$ cat src/rtl/dsadc_pkg.sv
package dsadc_pkg;
  localparam int BCD_W = 4;

  typedef enum logic [1:0] {
    ST_IDLE,
    ST_WAIT,
    ST_RUNUP,
    ST_RUNDOWN
  } dsadc_state_e;
endpackage

$ cat src/rtl/dsadc_sync.sv
module dsadc_sync #(
  parameter int STAGES = 2
) (
  input  logic clk,
  input  logic rst,
  input  logic d_i,
  output logic q_o
);
  logic [STAGES-1:0] chain_q;

  always_ff @(posedge clk) begin
    if (rst) chain_q <= '0;
    else     chain_q <= {chain_q[STAGES-2:0], d_i};
  end

  assign q_o = chain_q[STAGES-1];
endmodule

$ cat src/rtl/dsadc_bcd_counter.sv
module dsadc_bcd_counter
  import dsadc_pkg::*;
#(
  parameter int NUM_DIGITS = 4
) (
  input  logic                        clk,
  input  logic                        rst,
  input  logic                        clr_i,
  input  logic                        en_i,
  output logic [NUM_DIGITS*BCD_W-1:0] count_o,
  output logic                        carry_o,
  output logic                        max_o
);
  localparam int CW = NUM_DIGITS * BCD_W;

  logic [NUM_DIGITS:0]   inc_chain;
  logic [NUM_DIGITS-1:0] nine;

  assign inc_chain[0] = en_i;

  for (genvar g = 0; g < NUM_DIGITS; g++) begin : g_digit
    logic [BCD_W-1:0] dig_q;

    assign nine[g]           = (dig_q == BCD_W'(9));
    assign inc_chain[g+1]    = inc_chain[g] & nine[g];
    assign count_o[g*BCD_W +: BCD_W] = dig_q;

    always_ff @(posedge clk) begin
      if (rst || clr_i)      dig_q <= '0;
      else if (inc_chain[g]) dig_q <= nine[g] ? '0 : dig_q + BCD_W'(1);
    end

    AST_DIGIT_RANGE: assert property (@(posedge clk) disable iff (rst)
      dig_q <= BCD_W'(9));
  end

  assign carry_o = inc_chain[NUM_DIGITS];
  assign max_o   = &nine;

  AST_WRAP_ZERO: assert property (@(posedge clk) disable iff (rst)
    (carry_o && !clr_i) |=> (count_o == CW'(0)));
endmodule

$ cat src/rtl/dsadc_seq.sv
module dsadc_seq
  import dsadc_pkg::*;
#(
  parameter int CW = 16
) (
  input  logic          clk,
  input  logic          rst,
  input  logic          start_i,
  input  logic          cmp_s_i,
  input  logic [CW-1:0] count_i,
  input  logic          cnt_carry_i,
  input  logic          cnt_max_i,
  output logic          cnt_clr_o,
  output logic          cnt_en_o,
  output logic          sel_ref_o,
  output logic          gate_o,
  output logic [CW-1:0] result_o,
  output logic          done_o,
  output logic          ovf_o
);
  dsadc_state_e state_q;

  assign cnt_clr_o = (state_q == ST_IDLE) && start_i;
  assign cnt_en_o  = (state_q == ST_RUNUP) ||
                     ((state_q == ST_RUNDOWN) && cmp_s_i && !cnt_max_i);

  always_ff @(posedge clk) begin
    if (rst) begin
      state_q   <= ST_IDLE;
      sel_ref_o <= 1'b0;
      gate_o    <= 1'b0;
      result_o  <= '0;
      done_o    <= 1'b0;
      ovf_o     <= 1'b0;
    end else begin
      done_o <= 1'b0;
      unique case (state_q)
        ST_IDLE: if (start_i) begin
          state_q   <= ST_WAIT;
          sel_ref_o <= 1'b0;
          gate_o    <= 1'b0;
          ovf_o     <= 1'b0;
        end
        ST_WAIT: if (cmp_s_i) begin
          state_q <= ST_RUNUP;
          gate_o  <= 1'b1;
        end
        ST_RUNUP: if (cnt_carry_i) begin
          state_q   <= ST_RUNDOWN;
          sel_ref_o <= 1'b1;
        end
        ST_RUNDOWN: begin
          if (!cmp_s_i) begin
            result_o  <= count_i;
            done_o    <= 1'b1;
            gate_o    <= 1'b0;
            sel_ref_o <= 1'b0;
            state_q   <= ST_IDLE;
          end else if (cnt_max_i) begin
            ovf_o     <= 1'b1;
            gate_o    <= 1'b0;
            sel_ref_o <= 1'b0;
            state_q   <= ST_IDLE;
          end
        end
        default: state_q <= ST_IDLE;
      endcase
    end
  end

  AST_NO_GATE_WAIT: assert property (@(posedge clk) disable iff (rst)
    (state_q == ST_WAIT) |-> !cnt_en_o);
  AST_REF_ON_CARRY: assert property (@(posedge clk) disable iff (rst)
    $rose(sel_ref_o) |-> $past(cnt_carry_i));
  AST_DONE_ONE: assert property (@(posedge clk) disable iff (rst)
    done_o |=> !done_o);
  AST_IDLE_OUT: assert property (@(posedge clk) disable iff (rst)
    done_o |-> (!gate_o && !sel_ref_o));
  AST_RESULT_HOLD: assert property (@(posedge clk) disable iff (rst)
    $rose(ovf_o) |-> ($stable(result_o) && !done_o));
endmodule

$ cat src/rtl/dsadc_ctrl.sv
module dsadc_ctrl
  import dsadc_pkg::*;
#(
  parameter int NUM_DIGITS  = 4,
  parameter int SYNC_STAGES = 2,
  localparam int CW = NUM_DIGITS * BCD_W
) (
  input  logic          clk,
  input  logic          rst,
  input  logic          start_i,
  input  logic          cmp_nz_i,
  output logic          sel_ref_o,
  output logic          gate_o,
  output logic [CW-1:0] result_o,
  output logic          done_o,
  output logic          ovf_o
);
  logic          cmp_s;
  logic          cnt_clr, cnt_en, cnt_carry, cnt_max;
  logic [CW-1:0] count;

  dsadc_sync #(.STAGES(SYNC_STAGES)) u_sync (
    .clk (clk),
    .rst (rst),
    .d_i (cmp_nz_i),
    .q_o (cmp_s)
  );

  dsadc_bcd_counter #(.NUM_DIGITS(NUM_DIGITS)) u_cnt (
    .clk     (clk),
    .rst     (rst),
    .clr_i   (cnt_clr),
    .en_i    (cnt_en),
    .count_o (count),
    .carry_o (cnt_carry),
    .max_o   (cnt_max)
  );

  dsadc_seq #(.CW(CW)) u_seq (
    .clk         (clk),
    .rst         (rst),
    .start_i     (start_i),
    .cmp_s_i     (cmp_s),
    .count_i     (count),
    .cnt_carry_i (cnt_carry),
    .cnt_max_i   (cnt_max),
    .cnt_clr_o   (cnt_clr),
    .cnt_en_o    (cnt_en),
    .sel_ref_o   (sel_ref_o),
    .gate_o      (gate_o),
    .result_o    (result_o),
    .done_o      (done_o),
    .ovf_o       (ovf_o)
  );
endmodule

$ cat config.mk
export PLATFORM = sky130hd
export DESIGN_NAME = dsadc_ctrl
export DESIGN_NICKNAME = d
export VERILOG_FILES = /design/src/rtl/dsadc_pkg.sv /design/src/rtl/dsadc_sync.sv /design/src/rtl/dsadc_bcd_counter.sv /design/src/rtl/dsadc_seq.sv /design/src/rtl/dsadc_ctrl.sv
export SDC_FILE = /design/constraint.sdc
export NUM_CORES = 1
export LEC_CHECK = 0
export ABC_AREA = 1
export BUFFER_PORTS_ARGS = -buffer_cell sky130_fd_sc_hd__buf_2
export CAP_MARGIN = 5
export CORE_ASPECT_RATIO = 0.7
export CORE_MARGIN = 2
export CORE_UTILIZATION = 35
export CTS_BUF_LIST = sky130_fd_sc_hd__clkbuf_8 sky130_fd_sc_hd__clkbuf_16
export DETAILED_ROUTE_END_ITERATION = 7
export PLACE_DENSITY = 0.53
export SLEW_MARGIN = 20
export SYNTH_ARGS = -nofsm -noshare
export SYNTH_HDL_FRONTEND = slang
export SYNTH_SLANG_ARGS = --single-unit
$ cat constraint.sdc
create_clock -name clk -period 1.85 [get_ports clk]
set_clock_uncertainty 0.05 [all_clocks]
set_input_delay 0 -clock clk [delete_from_list [all_inputs] [get_ports clk]]
set_output_delay 0 -clock clk [all_outputs]
set_load 0.02 [all_outputs]
# Word-level counts from Yosys, hierarchy flattened
# Cells that the tools add are included.
# W data, S select, Z words.
# word_totals
regBits	40
in_bits	4
output_inout_bits	20
word_cells	72
# classes
add_sub_neg	4
eq_ne	13
muxes	21
bitwise_logic	6
n_reduce_logical	17
# op_table
operator	count
$reduce_and A4 Y1	5
$add A4 B1 Y4 const B	4
$eq A4 B4 Y1 const B	4
$mux W4	4
$mux W2	5
$mux W1	8
$ne A2 B2 Y1 const B	4
$pmux W2 S4	1
$pmux W1 S3	2
$reduce_bool A3 Y1	2
$and A1 B1 Y1	4
$eq A2 B2 Y1 const B	2
$logic_and A1 B1 Y1	3
$ne A3 B2 Y1 const B	1
$eq A2 B1 Y1 const B	1
$logic_not A2 Y1	1
$logic_or A1 B1 Y1	2
$ne A2 B1 Y1 const B	1
$not A1 Y1	2
$pmux W1 S2	1
$reduce_and A2 Y1	1
$reduce_bool A2 Y1	1
$reduce_or A2 Y1	1
$logic_not A1 Y1	1

# Logic depth before layout (Yosys ltp)
# Gate-level depths: netlist of run 1.
# logic_depth
depth_word	11
ltp_mapped	11
ltp_nobuf	11

# Hierarchy
# A second synthesis of run 1 with hierarchy kept.
# unflattened
hier_cells	271
area_unflattened_um2	1999.4
# modules_own_cells
module	n_inst	cells_per_inst	area_per_inst_um2	seq_area_each_um2
dsadc_seq	1	137	1018.5	440.4
dsadc_bcd_counter	1	128	925.9	320.3
dsadc_sync	1	6	55.1	40.0

# Worst setup path before layout of run 1
# OpenSTA, ideal clock, no wires.
# synth_timing
path_type	register to register
startpoint	register u_seq.state_q[0]
endpoint	register u_cnt.g_digit[1].dig_q[1]
setup_ns	0.072
t_arrival_ns	1.446
required_time_ns	1.728
slack_ns	0.282
path_stages_with_launch	6
path_buffers	0
synth_period_minus_slack_ns	1.568
cell_sequence	dfxtp_1 -> inv_1 -> ha_1 -> a21oi_1 -> inv_1 -> a21oi_1
# synth_via
elab_chain_len	5
elab_cells_between_ends	9
classes_between	eq/ne (2); bitwise (1); reduce/logical (6)
# synth_rtl
element	line_no	source
start, declared	dsadc_seq.sv:21	dsadc_state_e state_q;
start signal, assigned	dsadc_seq.sv:29	state_q <= ST_IDLE;
start signal, assigned	dsadc_seq.sv:39	state_q <= ST_WAIT;
start signal, assigned	dsadc_seq.sv:45	state_q <= ST_RUNUP;
$eq A2 B2 Y1	dsadc_seq.sv:25	((state_q == ST_RUNDOWN) && cmp_s_i && !cnt_max_i);
$logic_and A1 B1 Y1 (2 in series)	dsadc_seq.sv:25	
$logic_or A1 B1 Y1	dsadc_seq.sv:24	assign cnt_en_o = (state_q == ST_RUNUP) ||
$and A1 B1 Y1	dsadc_bcd_counter.sv:25	assign inc_chain[g+1] = inc_chain[g] & nine[g];
end signal, assigned	dsadc_bcd_counter.sv:30	else if (inc_chain[g]) dig_q <= nine[g] ? '0 : dig_q + BCD_W'(1);
end, declared	dsadc_bcd_counter.sv:22	logic [BCD_W-1:0] dig_q;
# Several ways; a longest one is shown, not always the timed one.
# A chain may end at the register's enable or synchronous reset.

# Final worst setup path of run 1
# layout_timing
startpoint	register u_seq.state_q[0]
endpoint	register u_cnt.g_digit[2].dig_q[2]
# layout_via
elab_chain_len	6
elab_cells_between_ends	10
classes_between	eq/ne (2); bitwise (2); reduce/logical (6)
# layout_rtl
element	line_no
$eq A2 B2 Y1	dsadc_seq.sv:25
$logic_and A1 B1 Y1 (2 in series)	dsadc_seq.sv:25
$logic_or A1 B1 Y1	dsadc_seq.sv:24
$and A1 B1 Y1 (2 in series)	dsadc_bcd_counter.sv:25
end signal, assigned	dsadc_bcd_counter.sv:30
end, declared	dsadc_bcd_counter.sv:22
# Several ways; a longest one is shown, not always the timed one.

==> out/qor.csv, run 1 <==
stage;metric;value;unit
run_status;run status;complete, no violations;
flow_run;Max-cap violations;0;
yosys;Synth Warn #;0;
critical_path;Worst Path Required;2.02;ns
grt;vias in the first global route;1439;
sta;# setup viols final;0;
yosys;Post-synth EDFFs;0;
drt;Post-Route WL;3.92;mm
final_layout;share of layout cells above drive strength 1;0.213;
yosys;Synth cell types;27;
grt;GRT overflow;0;
yosys;syn nets;245;
drt;DR vias;1584;
clock_network;Worst-path clk slew;0.07;ns
clock_network;clk sinks;40;
critical_path;Worst path most repeated cell;nand2_8;
grt;initial antenna violation count;0;
sta;Worst slew margin;0.606;
critical_path;CP max FO;8;
grt;Total Routing Usage GR;0.142;
drt;DRC Markers;0;
yosys;Avg Cell Area, Syn;7.94;sq um
critical_path;Max stage delay on crit path;0.41;ns
clock_network;CTS tree;done;
grt;largest net degree at the start of global routing;33;
critical_path;CP max stage cell;dfxtp_1;
critical_path;CP arrival;1.81;ns
floorplan;Core Area;5200;sq um
critical_path;critical path type;register to register;
floorplan;num rows;22;
power;VDD IR max;336;uV
sta;Fin. Hold Viols;0;
yosys;async set-reset flop share out of synthesis;0;
final_layout;nets@finish;276;
clock_network;worst skew pair latency;0.29;ns
drt;drt via density;4.66;
clock_network;Max H-tree Level;2;
drt;initial DRC count;63;
floorplan;die height;65.2;um
placement;dpl hpwl;2.84;mm
sta;fraction of the cycle the final worst path needs;0.887;
critical_path;Setup crit end kind;register;
sta;Setup WS post-layout;0.210;ns
grt;global-route wire length before repair;6.72;mm
clock_network;CTS Buffer Depth;2;
placement;Place WS;0.228;ns
yosys;Mapped Cells;236;
drt;Detail Route Antenna Nets;0;
sta;Slew Limit Fails;0;
critical_path;Worst Path Buf+Inv;1;
yosys;Seq/Total Area, Yosys;0.428;
hold_path;Worst Hold Class;input port to register;
sta;Worst-Margin Slew;0.591;ns
power;leakage power;0.969;nW
yosys;Syn Std Cell Area;1870;sq um
placement;I/O Buffers;23;
yosys;Synth Flop Type;dfxtp_1;
sta;RSZ-0062 raised after global routing;false;
placement;Final GP Congestion;0.862;
floorplan;initial core utilization;0.360;
drt;routed wire length per instance;11.5;um
clock_network;total CTS buffers;5;
sta;clock period minus worst slack;1.64;ns
critical_path;Top delay family on crit path;simple AND/OR/NAND/NOR gates;
critical_path;CP cell instances;ha_1 > nand2_1 > inv_1 > nand2_8 > nand2_8 > nand2_8 > nor2_2 > nand2_1 > a21oi_1;
sta;TNS Setup;0;ns
clock_network;root buffer cell;clkbuf_8;
yosys;Yosys reg bits;40;
drt;Pre-antenna DRT Iters;4;
final_layout;Area Overhead vs Synth;18.2;%
floorplan;IO Count;24;
floorplan;Die X;91.4;um
sta;max frequency;610;MHz
final_layout;ant diodes;0;
critical_path;CP startpoint kind;register;
floorplan;area of the die;5960;sq um
power;P per Cell Area;1040;nW/um^2
[where the power goes]
group	switching, W	total, W	internal (W)
Sequential	0.0000555	0.00101	0.000953
Combinational	0.000461	0.000704	0.000243
Clock	0.000291	0.000584	0.000293
[path summary, 6_finish.rpt]
| path | startpoint | to | slack (ns) | cells past startpoint |
|---|---|---|---|---|
| max | u_seq.state_q[0] | u_cnt.g_digit[2].dig_q[2] | 0.21 | 9 |
| min | start_i | u_seq.ovf_o | 0.11 | 5 |
| max reg2reg | u_seq.state_q[0] | u_cnt.g_digit[2].dig_q[2] | 0.21 | 9 |
| min reg2reg | u_sync.chain_q[0] | u_sync.chain_q[1] | 0.36 | 2 |
[routing by layer]
metal,GRT usage,wire [um],part of all wire,up-vias
li1,-,-,-,838
met1,0.202,2200,0.56,718
met2,0.209,1520,0.39,24
met3,0.0424,178,0.045,4
met4,0.0398,29,0.0074,0
met5,0,0,0,-
[area by class of cell]
class                           instances  area, sq um
Sequential cell                        40          801
Fill cell                             540         2990
Multi-Input combinational cell        159          933
Inverter                               32          120
Clock buffer                            6         82.6
Clock inverter                          2         7.51
Tap cell                               72         90.1
Timing Repair Buffer                   29          180
[registers in the layout, indices dropped and copies added, names as in the netlist]
| register | flops |
|---|---|
| u_seq.ovf_o | 1 |
| u_seq.done_o | 1 |
| u_cnt.g_digit.dig_q | 16 |
| u_sync.chain_q | 2 |
| u_seq.result_o | 16 |
| u_seq.gate_o | 1 |
| u_seq.state_q | 2 |
| u_seq.sel_ref_o | 1 |
[layout by cell type (no fill, tap or decap), drive strengths merged, types with 5 or more instances in the layout]
cell / n
a21oi: 31
buf: 26
clkbuf: 6
dfxtp: 40
ha: 5
inv: 34
nand2: 38
nand4: 6
nor2: 30
nor3: 6
o21ai: 30
[cell families after synthesis]
kind of cell,synth area share
buffers and inverters,0.0741
XOR/XNOR,0.0140
adder cells (fa/ha/maj),0.0334
AO/OA/AOI/OAI,0.178
AND/OR/NAND/NOR,0.273
flip-flops,0.428
[worst min-delay path, stage by stage]
cell and delay [ns]:
buf_2 0.09, nor2_1 0.07, nor2_1 0.09, nand2_1 0.06
o211a_1 0.10
[through the flow]
| stage | hold slack [ns] | util | cell area [sq um] | cells | power [W] |
|---|---|---|---|---|---|
| 2_1_floorplan | 0.0191 | - | 1870 | 236 | 0.00154 |
| 3_3_place_gp | 0.155 | 0.403 | 2090 | 329 | 0.00174 |
| 3_5_place_dp | 0.162 | 0.403 | 2090 | 329 | 0.00173 |
| 4_1_cts | 0.0959 | 0.426 | 2210 | 340 | 0.00232 |
| 5_1_grt | 0.144 | 0.426 | 2210 | 340 | 0.00246 |
| 6_report | 0.111 | 0.426 | 2210 | 340 | 0.00230 |
[cells in the mapped netlist (2+ instances only)]
cell type / count / share of area
o21ai_1: 3 / 0.0080
inv_1: 29 / 0.058
nand2_4: 4 / 0.024
nand2_2: 3 / 0.010
dfxtp_1: 40 / 0.43
nand3b_1: 2 / 0.0080
nand4_1: 5 / 0.017
inv_2: 3 / 0.0060
clkbuf_1: 4 / 0.0080
nor2_4: 4 / 0.024
and3_1: 3 / 0.010
a21oi_1: 30 / 0.080
nand3_1: 3 / 0.0080
nand2_1: 28 / 0.056
ha_1: 5 / 0.033
nand2_8: 3 / 0.032
o21ai_0: 27 / 0.072
xor2_1: 3 / 0.014
nor2_2: 5 / 0.017
nor3_1: 5 / 0.013
nor2_1: 21 / 0.042
[repair_timing]
item	4_1_cts	5_1_grt
setup buffers	0	0
resized for setup	0	0
hold buffers	3	0
endpoints found under the hold margin	4	0
Power figures use the tool's default switching activity.
==> run 2, diff against run 1 <==
SYNTH_HIERARCHICAL = 1   (was unset)
==> out/qor.csv, run 2 <==
stage;metric;value;unit
critical_path;CP startpoint kind;register;
drt;DR vias;1822;
critical_path;CP max stage cell;dfxtp_2;
yosys;Seq/Total Area, Yosys;0.401;
clock_network;worst skew pair latency;0.29;ns
floorplan;Core Area;5370;sq um
critical_path;CP arrival;2.05;ns
yosys;largest area contributor in the netlist;dfxtp_1;
yosys;Post-synth top cells;50 x nor2_1, 45 x nand2_1, 40 x dfxtp_1;
yosys;Avg Cell Area, Syn;7.38;sq um
drt;Post-Route WL;4.63;mm
drt;routed wire length per instance;11.4;um
grt;initial antenna violation count;0;
yosys;Syn Std Cell Area;2000;sq um
run_status;run status;finished with violations;
floorplan;num rows;22;
sta;hold slack;0.0706;ns
final_layout;most common cell after layout, fill and taps aside;nor2_1;
grt;GRT overflow;0;
yosys;Synth Flop Type;dfxtp_1;
placement;Final GP Congestion;0.825;
clock_network;Max H-tree Level;2;
clock_network;CTS tree;done;
final_layout;Non-Filler Instances;407;
floorplan;die height;67.2;um
sta;# setup viols final;2;
critical_path;CP max FO;2;
critical_path;CP cell instances;inv_2 > nor2_4 > nand3_4 > nor4_4 > inv_1 > nand3_2 > nand2_4 > inv_8 > nor2_8 > nand3_2 > nor2_2 > inv_1 > nand2_2 > nand2_2 > inv_2 > nand3_2 > nand2_1 > nor2_1;
sta;Worst-Margin Slew;0.319;ns
yosys;count leader, synth;nor2_1;
sta;fraction of the cycle the final worst path needs;1.01;
drt;DRC Markers;0;
yosys;syn nets;280;
final_layout;Regs by FF count;u_cnt/g_digit.dig_q (16), u_seq/result_o (16);
yosys;Mapped Cells;271;
final_layout;fillers;564;
power;P per Cell Area;1050;nW/um^2
critical_path;Top delay family on crit path;simple AND/OR/NAND/NOR gates;
final_layout;share of layout cells above drive strength 1;0.403;
clock_network;Worst-path clk slew;0.08;ns
floorplan;area of the die;6340;sq um
sta;Fin. Hold Viols;0;
drt;initial DRC count;92;
sta;RSZ-0062 raised after global routing;true;
final_layout;post-layout util;0.494;
drt;Detail Route Antenna Nets;0;
yosys;Synth area leaders;dfxtp_1 40%, nor2_1 9.4%, nand2_1 8.4%;
sta;max frequency;536;MHz
yosys;post-synth top area share;0.401;
yosys;Post-synth EDFFs;0;
hold_path;Worst Hold Class;input port to register;
critical_path;Worst Path Required;2.03;ns
clock_network;clk sinks;40;
clock_network;CTS Buffer Depth;2;
final_layout;Area Overhead vs Synth;32.7;%
sta;clock period minus worst slack;1.87;ns
final_layout;final instance area;2650;sq um
critical_path;critical path type;register to register;
critical_path;Worst path most repeated cell;nand3_2;
floorplan;Die X;94.3;um
placement;dpl hpwl;3.37;mm
grt;Total Routing Usage GR;0.161;
sta;Worst slew margin;0.787;
placement;I/O Buffers;23;
floorplan;initial core utilization;0.372;
placement;Placed Area;2410;sq um
yosys;Yosys reg bits;40;
final_layout;ant diodes;0;
grt;largest net degree at the start of global routing;21;
final_layout;multi-input logic area;1090;sq um
drt;Pre-antenna DRT Iters;4;
drt;drt via density;4.48;
floorplan;IO Count;24;
power;leakage power;1.20;nW
placement;Placed Cells;391;
final_layout;Reg area;806;sq um
power;VDD IR max;352;uV
clock_network;total CTS buffers;5;
clock_network;root buffer cell;clkbuf_8;
yosys;async set-reset flop share out of synthesis;0;
critical_path;Setup crit end kind;register;
final_layout;commonest non-fill, non-tap cells in the layout;47 x nor2_1, 38 x buf_4, 37 x nand2_1, 36 x dfxtp_1, 26 x inv_1;
sta;Slew Limit Fails;0;
final_layout;nets@finish;344;
grt;vias in the first global route;1633;
grt;global-route wire length before repair;7.96;mm
sta;TNS Setup;-0.0260;ns
sta;Setup WS post-layout;-0.0151;ns
yosys;Synth Warn #;6;
flow_run;Max-cap violations;0;
run_status;failing checks;negative setup slack;
critical_path;Max stage delay on crit path;0.34;ns
critical_path;Worst Path Buf+Inv;5;
yosys;Synth cell types;33;
run 2: cell count changes in the layout (fill, tap and decap cells not counted), sizes merged, moves of 4 or more:
cell   delta
o21ai     -7
nand3    +12
nor2     +41
a21oi    -20
nor3      -4
buf      +35
nand2    +11
run 2: timing repair:
item                                    in CTS  in global routing
setup buffers                                0                  6
endpoints found under the setup margin       3                 17
pin swaps                                    1                 12
hold buffers                                 3                  0
endpoints found under the hold margin        4                  0
gates resized for setup                      2                 24
run 2: worst paths after layout:
path / start / cells past startpoint / slack (ns) / end
max: u_cnt/g_digit[1].dig_q[0] / 18 / -0.02 / u_seq/state_q[0]
min: start_i / 5 / 0.07 / u_seq/ovf_o
max reg2reg: u_cnt/g_digit[1].dig_q[0] / 18 / -0.02 / u_seq/state_q[0]
min reg2reg: u_sync/chain_q[0] / 2 / 0.36 / u_sync/chain_q[1]
run 2: cell type report:
type                    count  share of cell area
clock inverters             2             0.00472
clock buffers               5              0.0259
flip-flops and latches     40               0.304
inverters                  38              0.0594
multi-input cells         186               0.410
repair buffers             64               0.162
well taps                  72              0.0340
run 2: report_power, final:
group          switching (W)  internal [W]  leakage, nW
clock network       0.000297      0.000255       0.0400
logic               0.000728      0.000453        0.837
registers          0.0000770      0.000975        0.326
run 2: cell families after synthesis:
family | share of synthesized area
AOI/OAI and AO/OA | 0.0932
xor gates and xnor gates | 0.00438
adders and majority gates | 0.0313
buffers and inverters | 0.115
DFF | 0.401
and+or+nand+nor | 0.356
run 2: stage by stage:
stage | setup WS (ns) | total power [W]
2_1_floorplan | -0.0362 | 0.00187
3_3_place_gp | 0.0166 | 0.00214
3_5_place_dp | -0.0370 | 0.00214
4_1_cts | -0.0164 | 0.00271
5_1_grt | -0.166 | 0.00302
6_report | -0.0151 | 0.00279
run 2: worst min-delay path: stages:
cell     delay (ns)
buf_2          0.11
inv_1          0.04
nand2_1        0.05
nand4_1        0.09
a21oi_1        0.06
run 2: metal layers:
layer	vias up	global-route usage	share of wire
met5	-	0	0
met4	0	0.0380	0.0045
met3	2	0.0402	0.039
met2	28	0.213	0.38
met1	817	0.256	0.57
li1	975	-	-
==> run 3, diff against run 2 <==
CORE_UTILIZATION = 55   (was 35)
PLACE_DENSITY = 0.76   (was 0.53)
TNS_END_PERCENT = 5   (was unset)
==> out/qor.csv, run 3 (same netlist as run 2, synthesis figures left out) <==
stage;metric;value;unit
sta;Worst-Margin Slew;0.410;ns
clock_network;root buffer cell;clkbuf_8;
clock_network;Max H-tree Level;2;
final_layout;ant diodes;0;
grt;largest net degree at the start of global routing;21;
sta;Setup WS post-layout;-0.0684;ns
floorplan;IO Count;24;
flow_run;Max-cap violations;0;
grt;vias in the first global route;1549;
clock_network;Worst-path clk slew;0.07;ns
drt;Pre-antenna DRT Iters;4;
placement;Placed Cells;364;
hold_path;Worst Hold Endpoint;u_seq/ovf_o;
final_layout;Non-Filler Instances;376;
floorplan;initial core utilization;0.569;
clock_network;clk sinks;40;
floorplan;area of the die;4140;sq um
critical_path;critical path type;register to register;
floorplan;num rows;18;
drt;DRC Markers;0;
drt;drt via density;4.81;
run_status;run status;finished with violations;
critical_path;r2r worst-path depth;18;
drt;DR vias;1810;
sta;TNS Setup;-0.210;ns
placement;dpl hpwl;3.23;mm
critical_path;FF-to-FF setup slack;-0.07;ns
final_layout;most common cell after layout, fill and taps aside;nor2_1;
floorplan;Core Area;3510;sq um
critical_path;FF-to-FF End;u_seq/sel_ref_o;
clock_network;worst skew pair latency;0.29;ns
floorplan;Die X;76.1;um
sta;Worst slew margin;0.726;
final_layout;nets@finish;335;
grt;Total Routing Usage GR;0.227;
clock_network;CTS tree;done;
clock_network;total CTS buffers;5;
critical_path;CP max FO;3;
critical_path;Setup crit end kind;register;
drt;WL met3;241;um
grt;initial antenna violation count;0;
grt;global-route wire length before repair;7.25;mm
hold_path;hold path start;start_i;
power;P per Cell Area;1160;nW/um^2
sta;fraction of the cycle the final worst path needs;1.04;
power;leakage power;1.17;nW
final_layout;Regs by FF count;u_cnt/g_digit.dig_q (16), u_seq/result_o (16);
drt;initial DRC count;147;
clock_network;CTS Buffer Depth;2;
final_layout;post-layout util;0.732;
placement;I/O Buffers;23;
floorplan;die height;54.4;um
run_status;failing checks;negative setup slack;
placement;Final GP Congestion;0.874;
sta;Fin. Hold Viols;0;
grt;GRT overflow;0;
power;VDD IR max;740;uV
critical_path;CP arrival;2.06;ns
sta;max frequency;521;MHz
critical_path;Critical R2R Launch;u_cnt/g_digit[2].dig_q[1];
final_layout;commonest non-fill, non-tap cells in the layout;45 x nor2_1, 39 x nand2_1, 36 x dfxtp_1, 29 x buf_4, 26 x inv_1;
drt;Detail Route Antenna Nets;0;
drt;routed wl met2;1.70;mm
sta;# setup viols final;6;
final_layout;Area Overhead vs Synth;28.6;%
drt;Top Layer Used;met4;
drt;M1 wire length;2.34;mm
sta;clock period minus worst slack;1.92;ns
hold_path;Worst Hold Class;input port to register;
final_layout;share of layout cells above drive strength 1;0.377;
hold_path;Hold Crit Depth;5;
sta;Slew Limit Fails;0;
critical_path;Worst Path Required;1.99;ns
drt;Post-Route WL;4.33;mm
drt;routed wire length per instance;11.5;um
critical_path;CP startpoint kind;register;
sta;RSZ-0062 raised after global routing;true;
[run 3: report_power, final]
group	internal [W]	switching [W]
sequential	0.000976	0.0000771
combinational	0.000414	0.000704
clock	0.000531	0.000290
total	0.00192	0.00107
[run 3: critical path: stages, from the launching register on]
cell and delay, ns:
dfxtp_2 0.32, inv_2 0.06, nand2_2 0.06, nor2_4 0.12, inv_2 0.06, nor4_4 0.29, inv_1 0.08, nand3_2 0.09
nand2_4 0.08, inv_8 0.07, nor2_8 0.04, nand3_2 0.05, nor2_1 0.04, inv_1 0.05, nand2_2 0.05, nand2_1 0.08
clkinv_2 0.06, a21oi_1 0.11, nor2_1 0.06
[run 3: final cells by class]
class	instances	area, sq um
tap	50	62.6
clock inverter	2	60.1
inverter	38	159
multi-input combinational	186	1050
timing repair buffer	55	363
fill	277	942
clock buffer	5	68.8
sequential	40	806
[run 3: timing repair]
item / CTS / global route
endpoints found under the setup margin: 3 / 15
setup buffers: 0 / 2
endpoints found under the hold margin: 4 / 0
gates resized for setup: 2 / 18
pin swaps: 0 / 7
hold buffers: 3 / 0
[run 3: worst max-delay path by stage]
stage	endpoint	depth (start not counted)	startpoint	slack, ns
2_1_floorplan	u_seq/sel_ref_o	17	u_cnt/g_digit[0].dig_q[0]	-0.04
3_3_place_gp	u_seq/sel_ref_o	17	u_cnt/g_digit[0].dig_q[3]	-0.03
3_5_place_dp	u_seq/sel_ref_o	17	u_cnt/g_digit[0].dig_q[3]	-0.08
4_1_cts	u_seq/state_q[1]	18	u_cnt/g_digit[0].dig_q[3]	-0.04
5_1_grt	u_seq/state_q[0]	19	u_cnt/g_digit[2].dig_q[1]	-0.23
6_report	u_seq/sel_ref_o	18	u_cnt/g_digit[2].dig_q[1]	-0.07
[run 3: metrics by stage]
step	total power (W)	setup WS (ns)	hold slack [ns]	cell area, sq um
global route	0.00318	-0.226	0.128	2570
detailed placement	0.00209	-0.0758	0.161	2350
finish	0.00299	-0.0684	0.0742	2570
CTS	0.00292	-0.0448	0.0680	2510
floorplan	0.00187	-0.0362	0.0191	2030
global placement	0.00206	-0.0257	0.153	2350
[run 3: metal layers]
metal / track usage / vias to the layer above
met5: 0 / -
met4: 0.0727 / 0
met3: 0.0462 / 8
met2: 0.332 / 40
met1: 0.337 / 800
li1: - / 962
